## src/rtl/sha3_rate_padder.sv

```systemverilog
module sha3_rate_padder #(
  parameter int LANE_W = 64,
  parameter int LANES  = 9
) (
  input  logic                      clk,
  input  logic                      rst_n,
  input  logic                      wr_en,
  input  logic [LANE_W-1:0]         wr_data,
  input  logic                      wr_last,
  input  logic [2:0]                wr_nbytes,
  output logic                      in_ready,
  input  logic                      perm_done,
  output logic [LANE_W*LANES-1:0]   blk_data,
  output logic                      blk_valid,
  output logic                      blk_last
);
  localparam int RATE  = LANE_W * LANES;
  localparam int NBYTE = LANE_W / 8;
  localparam int CW    = $clog2(LANES);

  logic [LANE_W-1:0] lane_q [LANES];
  logic [CW-1:0]     fill_q;
  logic              busy_q, last_q;
  logic [LANE_W-1:0] keep_mask, tail_word;

  wire accept  = wr_en & ~busy_q;
  wire at_end  = (fill_q == CW'(LANES - 1));

  always_comb begin
    keep_mask = '0;
    for (int b = 0; b < NBYTE; b++)
      if (wr_nbytes > 3'(b)) keep_mask[b*8 +: 8] = 8'hFF;
    tail_word = (wr_data & keep_mask) | (LANE_W'(8'h06) << {wr_nbytes, 3'b000});
  end

  always_ff @(posedge clk) begin
    if (!rst_n) begin
      for (int i = 0; i < LANES; i++) lane_q[i] <= '0;
      fill_q <= '0;
      busy_q <= 1'b0;
      last_q <= 1'b0;
    end else if (busy_q) begin
      if (perm_done) begin
        for (int i = 0; i < LANES; i++) lane_q[i] <= '0;
        fill_q <= '0;
        busy_q <= 1'b0;
        last_q <= 1'b0;
      end
    end else if (accept) begin
      if (wr_last) begin
        lane_q[fill_q] <= tail_word;
        lane_q[LANES-1][LANE_W-1] <= 1'b1;
        busy_q <= 1'b1;
        last_q <= 1'b1;
      end else begin
        lane_q[fill_q] <= wr_data;
        if (at_end) busy_q <= 1'b1;
        else        fill_q <= fill_q + CW'(1);
      end
    end
  end

  for (genvar g = 0; g < LANES; g++) begin : g_out
    assign blk_data[g*LANE_W +: LANE_W] = lane_q[g];
  end

  assign in_ready  = ~busy_q;
  assign blk_valid = busy_q;
  assign blk_last  = last_q;

  a_r3_block_from_write: assert property (@(posedge clk) disable iff (!rst_n)
    $rose(blk_valid) |-> $past(wr_en));

  a_r4_hold_while_busy: assert property (@(posedge clk) disable iff (!rst_n)
    (blk_valid && !perm_done) |=> (blk_valid && $stable(blk_data) && $stable(blk_last)));

  a_r5_clear_on_done: assert property (@(posedge clk) disable iff (!rst_n)
    (blk_valid && perm_done) |=> (!blk_valid && !blk_last && blk_data == '0));

  a_r6_last_padded: assert property (@(posedge clk) disable iff (!rst_n)
    blk_last |-> (blk_valid && blk_data[RATE-1]));

  a_r9_idle_done: assert property (@(posedge clk) disable iff (!rst_n)
    (!blk_valid && perm_done && !wr_en) |=> (!blk_valid && $stable(blk_data)));
endmodule

```

## config.mk

```make
export PLATFORM = sky130hd
export DESIGN_NAME = sha3_rate_padder
export DESIGN_NICKNAME = d
export VERILOG_FILES = /design/src/rtl/sha3_rate_padder.sv
export SDC_FILE = /design/constraint.sdc
export NUM_CORES = 1
export LEC_CHECK = 0
export BUFFER_PORTS_ARGS = -buffer_cell sky130_fd_sc_hd__buf_2
export CAP_MARGIN = 20
export CORE_AREA = 3 3 255 257
export DETAILED_ROUTE_END_ITERATION = 6
export DIE_AREA = 0 0 258 260
export SYNTH_ARGS = -nofsm -noshare
export SYNTH_HDL_FRONTEND = slang
export SYNTH_SLANG_ARGS = --single-unit
export TNS_END_PERCENT = 100
```

## constraint.sdc

```tcl
create_clock -name clk -period 7.5 [get_ports clk]
set_input_delay 1.875 -clock clk [delete_from_list [all_inputs] [get_ports clk]]
set_output_delay 1.875 -clock clk [all_outputs]
set_load 0.05 [all_outputs]
```

==> results of run 1 <==
==> registers in the layout (all words and copies together) (netlist names) <==
register and flops:
fill_q 4, lane_q 576, blk_valid 1, blk_last 1
==> report_power, final <==
part	internal, mW	total [mW]	switching (mW)
sequential	3.75	3.80	0.0537
combinational	0.153	1.07	0.919
clock	1.76	3.01	1.26
==> cell type report <==
class / instances / share of cell area, %
Clock inverter: 41 / 1.51
Antenna cell: 3 / 0.0275
Sequential cell: 582 / 63.8
Tap cell: 846 / 3.88
Timing Repair Buffer: 664 / 12.6
Clock buffer: 69 / 5.71
Multi-Input combinational cell: 740 / 12.4
Inverter: 5 / 0.0688
==> metal layers <==
layer,part of all wire (%),routed length (µm),vias up,global-route usage (%)
met5,0.020,15,-,0
met4,2.8,2050,4,6.48
met3,8.8,6440,131,4.84
met2,49,35700,810,35.6
met1,40,29200,7070,27.0
li1,-,-,6202,-
==> placed cells by master (no fill, tap or decap), drive strengths merged, types with 8 or more instances in the layout <==
master	count
bufinv	8
nor3	9
and3	24
and2	10
buf	664
nand3	15
nand2b	15
a21oi	9
inv	9
edfxtp	575
nand2	76
clkinv	27
clkbuf	69
nor2	549
==> logic make-up (layout without fill, tap and decap cells) <==
family,Yosys count,count (layout),synth area share (%)
DFF,582,582,82.8
buffers and inverters,83,779,1.87
other,0,3,0
AOI/OAI and AO/OA,19,19,0.660
adders and majority gates,4,4,0.238
muxes,5,5,0.357
and+or+nand+nor,712,712,14.1
==> through the flow <==
step / utilization, % / power, mW / setup WS (ns) / hold slack [ns]
6_report: 43.3 / 7.89 / 3.14 / 0.449
5_1_grt: 43.3 / 8.11 / 2.98 / 0.484
4_1_cts: 43.2 / 7.95 / 3.14 / 0.449
3_5_place_dp: 40.1 / 4.95 / 2.51 / 0.438
3_3_place_gp: 40.0 / 4.94 / 2.62 / 0.433
2_1_floorplan: - / 4.61 / 3.04 / 0.489
==> worst min path at each step <==
stage          startpoint   endpoint
2_1_floorplan   fill_q[2]  fill_q[2]
3_3_place_gp     blk_last   blk_last
3_5_place_dp     blk_last   blk_last
4_1_cts          blk_last   blk_last
5_1_grt          blk_last   blk_last
6_report         blk_last   blk_last
==> worst reg2reg max path: stages, from the launching register on <==
cell     delay (ns)
dfxtp_1        0.43
nor2b_1        0.80
nand3_4        0.79
nand2_4        1.09
==> summary.md, run 1 <==
| Metric | Value |
|---|---|
| Die X | `258 µm` |
| Hold-fix buffers, CTS | `0` |
| RSZ-0062 raised after global routing | `false` |
| Top-count cell post-synth | `edfxtp_1` |
| Number of top-level design ports | `651` |
| Cell count after placement | `2835` |
| Setup Buffers After CTS | `0` |
| Top cells by area, synth | `edfxtp_1 82%, nor2_1 9.4%, nand2_1 1.4%` |
| Worst Path Buf+Inv | `1` |
| Fin Setup TNS | `0 ns` |
| WHS Path Cells | `2` |
| Core area | `63000 µm²` |
| Flop-to-flop setup slack | `3.89 ns` |
| Non-Filler Instances | `2950` |
| # nets final | `2129` |
| Drt first-iter violations | `1307` |
| Initial antenna violation count | `7` |
| Critical Path Fanout Max | `64` |
| Primary FF master, synth | `edfxtp_1` |
| CP delay by family, top | `simple AND/OR/NAND/NOR gates` |
| Rows | `92` |
| DR vias/cell | `4.82` |
| Synth Cell Area | `21000 µm²` |
| Top post-synthesis cells by count | `575 x edfxtp_1, 529 x nor2_1, 76 x nand2_1` |
| DRC Markers | `0` |
| Min cycle time layout | `4.36 ns` |
| Finish-stage setup viols | `0` |
| Wirelength per Cell | `24.9 µm` |
| Worst setup SP type | `input port` |
| Root Buffer | `clkbuf_16` |
| Placed cell area | `25200 µm²` |
| Max Cap Viol | `0` |
| Crit path from | `rst_n` |
| Layout cells sized above 1 | `38.3%` |
| H-tree Lvls | `2` |
| Cell Pwr Density | `289 nW/µm²` |
| Clk_lat worst skew | `0.61 ns` |
| Pin count of the biggest net entering global routing | `65` |
| DP Wirelength | `49000 µm` |
| Final Wtd Congestion | `0.794` |
| Endpoint class of the critical path | `register` |
| Final hold vios | `0` |
| Area grow syn2layout | `29.7%` |
| Die height | `260 µm` |
| Seq cells post-synth | `582` |
| Fin crit share | `58.2%` |
| Crit path kind | `in -> reg` |
| Slew headroom | `26.8%` |
| Gr usage total | `21.1%` |
| Port Buf Inserts | `650` |
| Worst Hold Class | `reg -> reg` |
| CTS tree | `yes` |
| Fill count | `5796` |
| Cts repair resizes | `0` |
| Lkg Pwr | `11.4 nW` |
| Wirelength, routed | `73500 µm` |
| Syn nets | `1481` |
| Clock skew | `0.0143 ns` |
| Mapped Avg Cell Area | `15.0 µm²` |
| Slew Limit Fails | `0` |
| Via Count | `14217` |
| Register area | `17400 µm²` |
| First-pass GRT wire length | `102000 µm` |
| CTS Buf Count | `60` |
| Crit path to | `lane_q[5][20]` |
| Design area | `27300 µm²` |
| Area share of the largest cell type after synthesis | `82.1%` |
| Largest area contributor in the netlist | `edfxtp_1` |
| Fmax | `229 MHz` |
| DR pass1 iterations | `5` |
| Number of flops mapped to enable cells by yosys | `575` |
| Critical path depth | `4` |
| Multi-input logic area | `3390 µm²` |
| Critical Path RT | `7.71 ns` |
| Synth Warn # | `0` |
| Netlist cell types | `41` |
| Die area | `67100 µm²` |
| Clk slew on worst S/H paths | `0.07 ns` |
| Sink Count | `582` |
| Worst-Margin Slew | `1.10 ns` |
| Reg2reg start | `fill_q[2]` |
| Max Buffers Root-to-Sink | `3` |
| CP max stage delay | `1.09 ns` |
| Aggregate global routing overflow | `0` |
| Critical Path AT | `4.57 ns` |
| Sequential cell area fraction in the yosys report | `82.8%` |
| Initial Util | `33.4%` |
| Vias in the first global route | `14162` |
| Reg2reg end | `lane_q[5][20]` |
| Worst IR Drop VDD | `0.232 mV` |
| Crit path cell chain | `buf_2 > and3b_1 > nand3_4 > nand2_4` |
| Antenna Violating Nets Remaining | `0` |
| Status | `finished clean` |
| Synth Instances | `1405` |
| Crit-path slowest cell | `nand2_4` |
| R2R depth | `3` |
| Post-synth ARST share | `0%` |
(Power assumes the default switching activity.)
==> run 2: changes to the inputs <==
- clock period: 7.5 -> 3.85 ns (I/O delays scaled with it)
==> run 2 against run 1 <==
Compared with the run above: flip-flop and latch count did not move; power rose by 92%; routed wire length rose by 3.5%; clock skew rose by 0.014 ns; first-iteration DRC count fell by 13%.
==> summary.md, run 2 (synthesis results as in run 1) <==
| Metric | Value |
|---|---|
| DRC Markers | `0` |
| Max Buffers Root-to-Sink | `3` |
| Flop-to-flop setup slack | `1.0 ns` |
| Reg2reg end | `lane_q[8][30]` |
| Cell count after placement | `2862` |
| Aggregate global routing overflow | `0` |
| Hold endpoint | `blk_last` |
| Worst IR Drop VDD | `0.409 mV` |
| Clk slew on worst S/H paths | `0.06 ns` |
| Worst Hold Class | `reg -> reg` |
| Placed cell area | `25500 µm²` |
| DP Wirelength | `51500 µm` |
| Post-layout util | `43.5%` |
| Die height | `260 µm` |
| Min cycle time layout | `2.85 ns` |
| Cell Pwr Density | `552 nW/µm²` |
| Worst setup margin | `0.995 ns` |
| Endpoint class of the critical path | `register` |
| Non-Filler Instances | `2974` |
| Register area | `17400 µm²` |
| Leading cell type in the layout, fill and taps excluded | `buf_2` |
| RSZ-0062 raised after global routing | `false` |
| Crit path kind | `reg -> reg` |
| CTS tree | `yes` |
| Finish-stage setup viols | `0` |
| Number of top-level design ports | `651` |
| Setup Buffers After CTS | `0` |
| Worst setup SP type | `register` |
| # nets final | `2153` |
| Clock skew | `0.0282 ns` |
| Gr usage total | `21.8%` |
| Wirelength, routed | `76000 µm` |
| CTS Buf Count | `59` |
| Vias in the first global route | `14456` |
| Multi-input logic area | `3390 µm²` |
| Area grow syn2layout | `30.3%` |
| First-pass GRT wire length | `105000 µm` |
| Cts repair resizes | `0` |
| Slew Limit Fails | `0` |
| Sink Count | `582` |
| Hold-fix buffers, CTS | `0` |
| Core area | `63000 µm²` |
| DR vias/cell | `4.80` |
| Top Registers | `lane_q (576), fill_q (4)` |
| Port Buf Inserts | `650` |
| R2R depth | `6` |
| H-tree Lvls | `2` |
| Die area | `67100 µm²` |
| Antenna Violating Nets Remaining | `0` |
| Drt first-iter violations | `1141` |
| Reg2reg start | `fill_q[0]` |
| Final hold vios | `0` |
| DR pass1 iterations | `5` |
| Critical Path Fanout Max | `63` |
| Wirelength per Cell | `25.6 µm` |
| Pin count of the biggest net entering global routing | `65` |
| Max Cap Viol | `0` |
| Worst-Margin Slew | `0.860 ns` |
| Layout cells sized above 1 | `39.0%` |
| Hold slack | `0.438 ns` |
| Rows | `92` |
| Overall power | `15.1 mW` |
| Min-delay src | `blk_last` |
| Status | `finished clean` |
| Top reg by flops | `lane_q` |
| Lkg Pwr | `11.5 nW` |
| Die X | `258 µm` |
| Fmax | `350 MHz` |
| Root Buffer | `clkbuf_16` |
| WHS Path Cells | `2` |
| Clk_lat worst skew | `0.62 ns` |
| Via Count | `14286` |
| Critical Path AT | `3.10 ns` |
| Worst slack at placement | `0.568 ns` |
| Largest register FFs | `576` |
| Design area | `27400 µm²` |
| Final Wtd Congestion | `0.822` |
| Fill count | `5825` |
| Commonest cells after routing, fill and taps aside | `650 x buf_2, 575 x edfxtp_1, 529 x nor2_1, 64 x nand2_1, 60 x clkbuf_16` |
| Initial Util | `33.4%` |
| Initial antenna violation count | `9` |
| Critical Path RT | `4.10 ns` |
| Slew headroom | `42.6%` |
| Fin Setup TNS | `0 ns` |
| Fin crit share | `74.1%` |
-- run 2: cell count changes in the layout (fill, tap and decap cells not counted), moves of 2 or more --
| cell | delta |
|---|---|
| inv_8 | -2 |
| clkinv_1 | -2 |
| clkinv_2 | +3 |
| buf_12 | +6 |
| buf_4 | +19 |
| clkbuf_1 | +2 |
| buf_6 | +2 |
| buf_16 | -2 |
| bufinv_16 | -3 |
-- run 2: worst max path at each step --
| stage | to | slack (ns) | from | cells past startpoint |
|---|---|---|---|---|
| final | lane_q[8][30] | 1.0 | fill_q[0] | 6 |
| after detailed placement | lane_q[8][41] | 0.57 | rst_n | 5 |
| after global placement | lane_q[8][41] | 0.54 | rst_n | 5 |
| after global routing | lane_q[8][30] | 0.82 | fill_q[0] | 6 |
| after CTS | lane_q[8][26] | 0.95 | fill_q[0] | 6 |
| after floorplan | lane_q[7][0] | 0.30 | rst_n | 5 |
-- run 2: routing by layer --
metal  global-route usage (%)  wire length [µm]  part of all wire (%)  up-vias
li1                         -                 -                     -     6246
met2                     37.6             37800                    50      777
met5                        0                27                 0.036        -
met4                     6.37              2040                   2.7        4
met1                     27.2             29600                    39     7130
met3                     5.55              6590                   8.7      129
-- run 2: cell type report --
type,instances,share of cell area (%)
sequential,582,63.5
timing repair buffer,689,13.3
multi-input combinational,740,12.4
clock buffer,70,5.62
tap,846,3.86
clock inverter,38,1.18
inverter,5,0.0685
antenna,4,0.0365
-- run 2: critical path, stage by stage, from the launching register on --
cell	delay, ns
dfxtp_1	0.37
inv_1	0.10
ha_1	0.22
and4b_1	0.69
nand2_2	0.47
nand2_4	0.17
buf_12	0.40
-- run 2: power by group --
group	internal, mW	switching, mW
Combinational	0.317	1.81
Sequential	7.29	0.0968
Clock	3.18	2.42
